## src/rtl/sertx_pkg.sv

```systemverilog
package sertx_pkg;

  localparam int CHAR_MAX = 8;
  localparam int OVS      = 16;
  localparam int STOP_MAX = 2 * OVS;
  localparam int CNT_W    = $clog2(STOP_MAX) + 1;
  localparam int LEN_W    = $clog2(CHAR_MAX) + 1;
  localparam int IDX_W    = $clog2(CHAR_MAX);

  typedef enum logic [2:0] {
    SH_IDLE,
    SH_START,
    SH_DATA,
    SH_PAR,
    SH_STOP
  } sh_state_t;

  typedef struct packed {
    logic [1:0] len;
    logic [1:0] pmode;
    logic       odd;
    logic [3:0] stop;
  } frame_cfg_t;

  // number of data bits for a length code
  function automatic logic [LEN_W-1:0] char_bits(input logic [1:0] code);
    return LEN_W'(5) + LEN_W'(code);
  endfunction

  // stop period in ticks; codes are in sixteenths of a bit
  function automatic logic [CNT_W-1:0] stop_ticks(input logic [3:0] code,
                                                  input logic       five);
    int unsigned sx;
    if (code[3]) sx = 32'd17 + 32'(code);
    else         sx = 32'd9 + 32'(code) + (five ? 32'd8 : 32'd0);
    return CNT_W'((sx * OVS) / 16);
  endfunction

  function automatic logic par_on(input logic [1:0] pmode);
    return (pmode[1] == 1'b0);
  endfunction

  // parity bit: computed (even/odd) or forced to the sense bit
  function automatic logic par_value(input logic [CHAR_MAX-1:0] d,
                                     input logic [1:0] len,
                                     input logic [1:0] pmode,
                                     input logic       odd);
    logic x;
    x = 1'b0;
    for (int i = 0; i < CHAR_MAX; i++)
      if (i < 5 + int'(len)) x = x ^ d[i];
    if (pmode == 2'b01) return odd;
    return x ^ odd;
  endfunction

endpackage

```

## src/rtl/sertx_hold.sv

```systemverilog
module sertx_hold
  import sertx_pkg::*;
(
  input  logic                clk,
  input  logic                rst_n,
  input  logic                cmd_on,
  input  logic                cmd_off,
  input  logic                wr_valid,
  input  logic [CHAR_MAX-1:0] wr_data,
  input  logic                load,
  output logic                hold_full,
  output logic [CHAR_MAX-1:0] hold_data,
  output logic                tx_rdy
);

  logic en_q;
  logic full_q;
  logic [CHAR_MAX-1:0] data_q;
  logic wr_take;

  assign wr_take = wr_valid & en_q & ~full_q;

  // off wins over on
  always_ff @(posedge clk or negedge rst_n) begin
    if (!rst_n)       en_q <= 1'b0;
    else if (cmd_off) en_q <= 1'b0;
    else if (cmd_on)  en_q <= 1'b1;
  end

  always_ff @(posedge clk or negedge rst_n) begin
    if (!rst_n) begin
      full_q <= 1'b0;
      data_q <= '0;
    end else begin
      if (load)    full_q <= 1'b0;
      if (wr_take) begin
        full_q <= 1'b1;
        data_q <= wr_data;
      end
    end
  end

  assign hold_full = full_q;
  assign hold_data = data_q;
  assign tx_rdy    = en_q & ~full_q;

  p_off_ignores_r8: assert property (@(posedge clk) disable iff (!rst_n)
    (!en_q && !full_q) |=> !full_q);

  p_held_kept_r8: assert property (@(posedge clk) disable iff (!rst_n)
    (full_q && !load) |=> (full_q && $stable(data_q)));

endmodule

```

## src/rtl/sertx_shift.sv

```systemverilog
module sertx_shift
  import sertx_pkg::*;
(
  input  logic                clk,
  input  logic                rst_n,
  input  logic                tick,
  input  frame_cfg_t          cfg,
  input  logic                hold_full,
  input  logic [CHAR_MAX-1:0] hold_data,
  input  logic                may_start,
  output logic                load,
  output logic                idle,
  output logic                txd
);

  sh_state_t           state_q;
  logic [CNT_W-1:0]    cnt_q;
  logic [IDX_W-1:0]    idx_q;
  logic [CHAR_MAX-1:0] shreg_q;
  logic [LEN_W-1:0]    nbits_q;
  logic                par_en_q;
  logic                par_q;
  logic [CNT_W-1:0]    stop_q;

  logic bit_end;
  logic stop_end;
  logic last_bit;

  assign bit_end  = (cnt_q == CNT_W'(OVS - 1));
  assign stop_end = (state_q == SH_STOP) && tick && (cnt_q == stop_q - CNT_W'(1));
  assign last_bit = ((LEN_W'(idx_q) + LEN_W'(1)) == nbits_q);
  assign idle     = (state_q == SH_IDLE);
  assign load     = hold_full & may_start & (idle | stop_end);

  always_ff @(posedge clk or negedge rst_n) begin
    if (!rst_n) begin
      state_q  <= SH_IDLE;
      cnt_q    <= '0;
      idx_q    <= '0;
      shreg_q  <= '0;
      nbits_q  <= LEN_W'(CHAR_MAX);
      par_en_q <= 1'b0;
      par_q    <= 1'b0;
      stop_q   <= CNT_W'(OVS);
    end else if (load) begin
      state_q  <= SH_START;
      cnt_q    <= '0;
      idx_q    <= '0;
      shreg_q  <= hold_data;
      nbits_q  <= char_bits(cfg.len);
      par_en_q <= par_on(cfg.pmode);
      par_q    <= par_value(hold_data, cfg.len, cfg.pmode, cfg.odd);
      stop_q   <= stop_ticks(cfg.stop, cfg.len == 2'b00);
    end else if (tick) begin
      case (state_q)
        SH_START: begin
          if (bit_end) begin
            state_q <= SH_DATA;
            cnt_q   <= '0;
          end else cnt_q <= cnt_q + CNT_W'(1);
        end
        SH_DATA: begin
          if (bit_end) begin
            cnt_q   <= '0;
            shreg_q <= shreg_q >> 1;
            if (last_bit) state_q <= par_en_q ? SH_PAR : SH_STOP;
            else          idx_q   <= idx_q + IDX_W'(1);
          end else cnt_q <= cnt_q + CNT_W'(1);
        end
        SH_PAR: begin
          if (bit_end) begin
            state_q <= SH_STOP;
            cnt_q   <= '0;
          end else cnt_q <= cnt_q + CNT_W'(1);
        end
        SH_STOP: begin
          if (stop_end) begin
            state_q <= SH_IDLE;
            cnt_q   <= '0;
          end else cnt_q <= cnt_q + CNT_W'(1);
        end
        default: ;
      endcase
    end
  end

  always_comb begin
    case (state_q)
      SH_START: txd = 1'b0;
      SH_DATA:  txd = shreg_q[0];
      SH_PAR:   txd = par_q;
      default:  txd = 1'b1;
    endcase
  end

  p_line_quiet_r1: assert property (@(posedge clk) disable iff (!rst_n)
    (!idle && !tick) |=> $stable(txd));

  p_load_held_r6: assert property (@(posedge clk) disable iff (!rst_n)
    load |-> hold_full);

endmodule

```

## src/rtl/sertx_rts.sv

```systemverilog
module sertx_rts (
  input  logic clk,
  input  logic rst_n,
  input  logic set_req,
  input  logic clr_req,
  input  logic auto_drop,
  input  logic tx_emt,
  output logic rts_o
);

  logic emt_d;
  logic rts_q;
  logic emt_rise;

  assign emt_rise = tx_emt & ~emt_d;

  always_ff @(posedge clk or negedge rst_n) begin
    if (!rst_n) begin
      emt_d <= 1'b1;
      rts_q <= 1'b0;
    end else begin
      emt_d <= tx_emt;
      if (clr_req || (auto_drop && emt_rise)) rts_q <= 1'b0;
      else if (set_req)                       rts_q <= 1'b1;
    end
  end

  assign rts_o = rts_q;

  p_rts_drop_r11: assert property (@(posedge clk) disable iff (!rst_n)
    (auto_drop && $rose(tx_emt)) |=> !rts_o);

endmodule

```

## src/rtl/sertx_core.sv

```systemverilog
module sertx_core
  import sertx_pkg::*;
(
  input  logic       clk,
  input  logic       rst_n,
  input  logic       tick_16x,
  input  logic [1:0] cfg_len,
  input  logic [1:0] cfg_par_mode,
  input  logic       cfg_par_odd,
  input  logic [3:0] cfg_stop_code,
  input  logic       cfg_cts_gate,
  input  logic       cfg_rts_auto,
  input  logic       cts_ok,
  input  logic       cmd_tx_on,
  input  logic       cmd_tx_off,
  input  logic       cmd_rts_on,
  input  logic       cmd_rts_off,
  input  logic       wr_valid,
  input  logic [7:0] wr_data,
  output logic       txd,
  output logic       tx_rdy,
  output logic       tx_emt,
  output logic       rts_o
);

  frame_cfg_t          cfg;
  logic                load;
  logic                sh_idle;
  logic                hold_full;
  logic [CHAR_MAX-1:0] hold_data;
  logic                may_start;

  assign cfg.len   = cfg_len;
  assign cfg.pmode = cfg_par_mode;
  assign cfg.odd   = cfg_par_odd;
  assign cfg.stop  = cfg_stop_code;

  assign may_start = ~cfg_cts_gate | cts_ok;

  sertx_hold u_hold (
    .clk       (clk),
    .rst_n     (rst_n),
    .cmd_on    (cmd_tx_on),
    .cmd_off   (cmd_tx_off),
    .wr_valid  (wr_valid),
    .wr_data   (wr_data),
    .load      (load),
    .hold_full (hold_full),
    .hold_data (hold_data),
    .tx_rdy    (tx_rdy)
  );

  sertx_shift u_shift (
    .clk       (clk),
    .rst_n     (rst_n),
    .tick      (tick_16x),
    .cfg       (cfg),
    .hold_full (hold_full),
    .hold_data (hold_data),
    .may_start (may_start),
    .load      (load),
    .idle      (sh_idle),
    .txd       (txd)
  );

  assign tx_emt = ~hold_full & sh_idle;

  sertx_rts u_rts (
    .clk       (clk),
    .rst_n     (rst_n),
    .set_req   (cmd_rts_on),
    .clr_req   (cmd_rts_off),
    .auto_drop (cfg_rts_auto),
    .tx_emt    (tx_emt),
    .rts_o     (rts_o)
  );

  p_empty_line_high_r7: assert property (@(posedge clk) disable iff (!rst_n)
    tx_emt |-> txd);

  p_cts_blocks_r10: assert property (@(posedge clk) disable iff (!rst_n)
    (load && cfg_cts_gate) |-> cts_ok);

endmodule

```

## config.mk

```make
export PLATFORM = sky130hd
export DESIGN_NAME = sertx_core
export DESIGN_NICKNAME = d
export VERILOG_FILES = /design/src/rtl/sertx_pkg.sv /design/src/rtl/sertx_hold.sv /design/src/rtl/sertx_shift.sv /design/src/rtl/sertx_rts.sv /design/src/rtl/sertx_core.sv
export SDC_FILE = /design/constraint.sdc
export NUM_CORES = 1
export LEC_CHECK = 0
export CAP_MARGIN = 20
export CORE_ASPECT_RATIO = 1.1
export CORE_UTILIZATION = 35
export DETAILED_ROUTE_END_ITERATION = 10
export HOLD_SLACK_MARGIN = 0.02
export REMOVE_ABC_BUFFERS = 1
export SLEW_MARGIN = 20
export SYNTH_ARGS = -nofsm -noshare
export SYNTH_HDL_FRONTEND = slang
export SYNTH_SLANG_ARGS = --single-unit
```

## constraint.sdc

```tcl
create_clock -name clk -period 2.15 [get_ports clk]
set_input_delay 0.645 -clock clk [delete_from_list [all_inputs] [get_ports clk]]
set_output_delay 0.645 -clock clk [all_outputs]
set_load 0.005 [all_outputs]
```

==> results.md, run 1 <==
* Initial DRC Count at 73
* Die area at 7200 um^2
* Number of synthesized flops with an enable pin at 0
* Diodes inserted at 0
* First-pass GRT wire length at between 8 and 9 mm
* Slew headroom at 62.9%
* Failing checks: setup timing
* I/O Buffers at 31
* M1 GR Usage at between 20% and 30%
* Post-synth ARST share at 100%
* Reg2reg end: u_shift.nbits_q[1]$_DFFE_PN0P_
* Final period util at 110%
* Gr usage total at about 16%
* GR Layer Usage met3 at 4.12%
* Pre-CTS setup slack at -444 ps
* Measured slew at the worst slew-check pin at 556 ps
* CTS Root Cell: clkbuf_8
* Hold Path Class: input port to async pin
* Nets at 345
* Critical Path Start Type: flip-flop
* Synth Area per Inst at approximately 10 um^2
* # setup viols final at 28
* Max Freq at 422 MHz
* Vias in the first global route at 1875
* Worst hold slack at about 410 ps
* Finished Cell Area at 3320 um^2
* TritonCTS Buffers at 5
* Synthesis-to-finish area growth at 38.4%
* Share of post-route cells with drive strength above 1 at around a quarter
* Grt met2 use at approximately a quarter
* Remaining DRCs at 0
* Critical-path cell list: or4_4 > o21a_1 > o41a_1 > a211oi_4 > buf_12 > mux2_4
* Via-to-Cell Ratio at 4.90
* Worst-path clk slew at ~80 ps
* Starting density of the core at 36.4%
* Placed Instance Area at just over 3000 um^2
* Max VDD drop at 0.000774 V
* GR peak layer: met2
* Critical path's top delay family: compound AO/OA/AOI/OAI gates
* Post-synth top area cell: dfrtp_1
* Placed insts at 378
* Htree depth at 2
* Fin util at about half
* Setup crit end kind: flip-flop
* Post-synthesis sequential area ratio at between 40% and 50%
* FP Rows at 31
* Die height at a little under 90 um
* Antenna-violating nets left at 0
* Clock Skews at 4.68 ps
* Worst-Skew Late Latency at approximately 300 ps
* Worst path required time at ~2300 ps
* IO Pins at 32
* CORE AREA at approximately 6600 um^2
* Synth warnings at 0
* Bufs and invs on worst path at 1
* Synth top area share at roughly 43%
* Synthesized flop and latch total at between 40 and 50
* CP peak stage delay at roughly 550 ps
* Cell area after synthesis at around 2400 um^2
* Synth area leaders: dfrtp_1 (43%), xnor2_1 (4.7%), ha_1 (4.7%)
* Slew Viols, Final at 0
* R2r worst-path depth at 6
* Deepest clock path buffer count at 2
* Synth Flop Type: dfrtp_1
* Reg2reg start: u_shift.stop_q[3]$_DFFE_PN0P_
* Largest net degree at the start of global routing at 45
* Max_cap viols at 0
* Fin cells at 391
* Slowest CP cell: or4_4
* RSZ-0062 raised after global routing: true
* Initial antenna violation count at 0
* Crit path DAT at 2550 ps
* Post-Syn Instances at about 240
* Die width at 81.0 um
* Routed WL per cell at 13.0 um
* Pleak at roughly 1.4 nW
* Max FO, Critical Path at 7
* Grt ovf at 0
* Post-layout minimum cycle time at between 2000 and 2500 ps
* Global placer's final weighted congestion at ~0.78
* Critical path class: flip-flop to flip-flop
* Power per Cell Area at approximately 1200 nW/um^2
* Via count at 1915
* CTS tree: yes
* Final Hold Viols at 0
* Power consumption at 4.08 mW
* Clk sinks at between 40 and 50
* Status: complete, but fails checks
* Worst path depth at 6
* DP HPWL at 3.73 mm
* Synth cell types at 45
* Final setup TNS at -4080 ps
* Reg2Reg Setup Slack at -220 ps
* Drt total wl at 5.07 mm
* Worst setup margin at -218 ps
* Drt first pass iters at 4
-- cells by family (layout without fill, tap and decap cells) --
logic type | count (synthesis) | in the layout | synth area share (%)
xor+xnor | 23 | 23 | 8.39
fa+ha+maj | 9 | 9 | 4.69
simple gates | 71 | 71 | 14.8
compound gates | 48 | 48 | 13.2
buf+inv | 22 | 94 | 3.96
mux | 20 | 20 | 8.91
flops | 44 | 44 | 46.0
-- power by group --
group / total [mW] / switching [mW] / internal, mW
clock network: 0.626 / 0.281 / 0.345
registers: 1.46 / 0.274 / 1.19
logic: 1.99 / 0.897 / 1.09
total: 4.08 / 1.45 / 2.63
-- flip-flops by register name, summed over array words and instances (netlist names), 3 cells and up --
name,cells
u_shift.state_q,3
u_hold.hold_data,8
u_shift.stop_q,6
u_shift.idx_q,3
u_shift.cnt_q,6
u_shift.nbits_q,4
u_shift.shreg_q,8
-- cells in the mapped netlist, drive strengths merged (8+ instances only) --
library cell and count:
mux2i 9, xor2 10, nand2 17, xnor2 13, ha 9, dfrtp 41, o21ai 19, mux2 11
a21oi 8, inv 12, nor2 20
-- placed cells by master (no fill, tap or decap), types with 2 or more instances in the layout --
cell type         n
xnor2_1          13
clkdlybuf4s50_1  28
o211ai_1          4
o21ai_1           8
a21o_1            2
inv_1            10
o21ai_0          11
nor4_1            2
dfrtp_1          40
nand2_1          17
mux2i_1           9
mux2_4            2
nand2b_1          3
or3_1             4
nor3_1            5
nand4_1           5
dfstp_2           3
a31oi_1           3
mux2_2            8
ha_1              8
a21oi_1           8
clkbuf_8          5
buf_4            34
buf_12            2
nor2b_1           3
nand3_1           2
buf_6             7
xor2_1            9
nor2_1           18
-- cell type report --
cell class	count	area, um^2
multi-input cells	171	1280
well taps	82	103
repair buffers	74	682
inverters	12	47.5
fillers	639	3270
clock buffers	6	72.6
clock inverters	2	35.0
flip-flops and latches	44	1110
-- how the worst max path moves through the flow --
stage                                       start                        endpoint  slack (ps)
floorplan           u_shift.stop_q[0]$_DFFE_PN0P_  u_shift.nbits_q[0]$_DFFE_PN0P_        -760
global placement                         tick_16x  u_shift.nbits_q[1]$_DFFE_PN0P_        -460
detailed placement                       tick_16x  u_shift.nbits_q[0]$_DFFE_PN0P_        -440
CTS                 u_shift.stop_q[1]$_DFFE_PN0P_  u_shift.nbits_q[1]$_DFFE_PN0P_        -230
global route        u_shift.stop_q[3]$_DFFE_PN0P_   u_shift.stop_q[3]$_DFFE_PN0P_        -310
finish              u_shift.stop_q[3]$_DFFE_PN0P_  u_shift.nbits_q[1]$_DFFE_PN0P_        -220
-- metal layers --
metal  vias up  part of all wire (%)
li1        966                     -
met1       920                    47
met3         2                   3.3
met2        27                    49
met5         -                     0
met4         0                  0.57
-- repair_timing --
action | 4_1_cts | 5_1_grt
pin swaps | 11 | 5
resized for setup | 20 | 15
endpoints found under the setup margin | 34 | 36
hold buffers | 0 | 0
buffers inserted | 1 | 4
Note: power is estimated with default switching activity, not from simulation.
==> run 2, diff against run 1 <==
CAP_MARGIN = default   (was 20)
SETUP_SLACK_MARGIN = 0.5   (was default)
clock period = 2.1 ns   (was 2.15 ns; I/O delays follow)
==> results.md, run 2 (synthesized netlist as in run 1, its figures left out) <==
* Status: complete, but fails checks (unchanged)
* M1 GR Usage at 22.5% (was 20.0%)
* Initial antenna violation count at 0 (unchanged)
* Die height at 88.9 um (unchanged)
* RSZ-0062 raised after global routing: true (unchanged)
* Grt met2 use at 27.7% (was 26.7%)
* GR Layer Usage met3 at 3.20% (was 4.12%)
* Max VDD drop at 0.000668 V (was 0.000774 V)
* Pleak at 1.52 nW (was 1.42 nW)
* Slew headroom at 62.4% (was 62.9%)
* Antenna-violating nets left at 0 (unchanged)
* Drt first pass iters at 4 (unchanged)
* Failing checks: setup timing (unchanged)
* Placed Instance Area at 3050 um^2 (was 3070 um^2)
* Drt total wl at 5.57 mm (was 5.07 mm)
* Sequential fraction of design power at 35.1% (was 35.9%)
* Post-layout minimum cycle time at 2360 ps (was 2370 ps)
* Worst hold slack at 397 ps (was 411 ps)
* Grt ovf at 0 (unchanged)
* Final period util at 113% (was 110%)
* CORE AREA at 6590 um^2 (unchanged)
* DP HPWL at 3.73 mm (about the same)
* Final setup TNS at -5970 ps (was -4080 ps)
* Max FO, Critical Path at 6 (was 7)
* Htree depth at 2 (unchanged)
* Setup crit end kind: flip-flop (unchanged)
* Int Power at 2.77 mW (was 2.63 mW)
* GR peak layer: met2 (unchanged)
* CTS Root Cell: clkbuf_8 (unchanged)
* Deepest clock path buffer count at 2 (unchanged)
* Remaining DRCs at 0 (unchanged)
* First-pass GRT wire length at 9.16 mm (was 8.56 mm)
* CP Capture Point: u_shift.nbits_q[1]$_DFFE_PN0P_ (unchanged)
* Hold Path Class: input port to async pin (unchanged)
* Largest net degree at the start of global routing at 45 (unchanged)
* Fin cells at 410 (was 391)
* Clock Skews at 7.40 ps (was 4.68 ps)
* Routed WL per cell at 13.6 um (was 13.0 um)
* Reg2reg start: u_shift.stop_q[3]$_DFFE_PN0P_ (unchanged)
* Most frequent cells in the layout: buf_4 (41), dfrtp_1 (41), clkdlybuf4s50_1 (25) (was dfrtp_1 (40), buf_4 (34), clkdlybuf4s50_1 (28))
* TritonCTS Buffers at 5 (unchanged)
* Finished Cell Area at 3470 um^2 (was 3320 um^2)
* Starting density of the core at 36.4% (unchanged)
* # setup viols final at 32 (was 28)
* Reg2Reg Setup Slack at -260 ps (was -220 ps)
* Logic gate share of total power at 49.9% (was 48.8%)
* Placed insts at 379 (was 378)
* Worst-Skew Late Latency at 300 ps (about the same)
* Critical path class: flip-flop to flip-flop (unchanged)
* IO Pins at 32 (unchanged)
* Clk pwr share at 15.1% (was 15.3%)
* Via count at 1998 (was 1915)
* Die area at 7200 um^2 (unchanged)
* Final Hold Viols at 0 (unchanged)
* I/O Buffers at 31 (unchanged)
* Worst setup path startpoint: u_shift.stop_q[3]$_DFFE_PN0P_ (unchanged)
* Share of post-route cells with drive strength above 1 at 32.6% (was 25.9%)
* Initial DRC Count at 96 (was 73)
* Critical Path Start Type: flip-flop (unchanged)
* CTS tree: yes (unchanged)
* Net switching power at 1.54 mW (was 1.45 mW)
* Measured slew at the worst slew-check pin at 563 ps (was 556 ps)
* Gr usage total at 16.8% (was 15.6%)
* R2r worst-path depth at 6 (unchanged)
* FP Rows at 31 (unchanged)
* Clk sinks at 44 (unchanged)
* Slew Viols, Final at 0 (unchanged)
* Worst setup margin at -264 ps (was -218 ps)
* Die width at 81.0 um (unchanged)
* Worst path required time at 2280 ps (was 2330 ps)
* Switching Share at 35.8% (was 35.6%)
* Diodes inserted at 0 (unchanged)
* Via-to-Cell Ratio at 4.87 (was 4.90)
* Global placer's final weighted congestion at 0.787 (was 0.784)
* Reg2reg end: u_shift.nbits_q[1]$_DFFE_PN0P_ (unchanged)
* Vias in the first global route at 1943 (was 1875)
* Crit path DAT at 2550 ps (about the same)
* Power per Cell Area at 1240 nW/um^2 (was 1230 nW/um^2)
* Max_cap viols at 0 (unchanged)
* Worst-path clk slew at 80 ps (about the same)
* Nets at 364 (was 345)
* Post-CTS Hold Fix Bufs at 0 (unchanged)
* Synthesis-to-finish area growth at 44.5% (was 38.4%)
* # fillers at 597 (was 639)
* Max Freq at 423 MHz (was 422 MHz)
[run 2: cell types whose count changed in the layout (fill, tap and decap cells not counted), sizes merged]
| cell | before | now |
|---|---|---|
| clkdlybuf4s50 | 28 | 25 |
| dlymetal6s2s | 1 | 0 |
| dlygate4sd2 | 0 | 1 |
| buf | 44 | 66 |
[run 2: worst min path at each step]
stage          cells after the start  slack (ps)                           end
2_1_floorplan                      0         330       u_hold.en_q$_DFFE_PN0P_
3_3_place_gp                       2         480       u_hold.en_q$_DFFE_PN0P_
3_5_place_dp                       2         480       u_hold.en_q$_DFFE_PN0P_
4_1_cts                            2         430  u_shift.cnt_q[4]$_DFFE_PN0P_
5_1_grt                            2         450  u_shift.cnt_q[4]$_DFFE_PN0P_
6_report                           2         400  u_shift.cnt_q[4]$_DFFE_PN0P_
[run 2: critical path, stage by stage (launching register included)]
cell      delay, ps
dfrtp_1         390
or4_4           550
o21a_1          190
o41a_1          450
a211oi_4        200
buf_6           170
mux2_4          300
[run 2: repair_timing]
action,CTS,global route
setup endpoints to repair,37,39
setup buffers,18,3
resized for setup,46,14
pin swaps,9,5
cloned,2,0
[run 2: cell type report]
type	instances	area, um^2	share of cell area [%]
sequential	44	1100	31.9
tap	82	103	2.96
inverter	12	47.5	1.37
timing repair buffer	93	827	23.8
clock inverter	2	35.0	1.01
multi-input combinational	171	1280	36.9
clock buffer	6	72.6	2.09
[run 2: power by group through the flow]
stage / Clock [mW] / Combinational (mW) / Sequential, mW
final: 0.651 / 2.15 / 1.51
after global routing: 0.708 / 2.35 / 1.56
after CTS: 0.667 / 2.08 / 1.50
after detailed placement: 0 / 1.77 / 1.51
after global placement: 0 / 1.75 / 1.50
after floorplan: 0 / 1.07 / 1.49
[run 2: metrics by stage]
step / power (mW) / setup WS, ps / util [%]
finish: 4.31 / -264 / 52.6
global route: 4.62 / -338 / 52.6
CTS: 4.24 / -255 / 51.7
detailed placement: 3.27 / -506 / 46.3
global placement: 3.24 / -485 / 46.3
floorplan: 2.56 / -809 / -
[run 2: routing by layer]
layer,routed length [um],share of wire (%)
met1,2660,48
met2,2680,48
met3,163,2.9
met4,66,1.2
met5,0,0
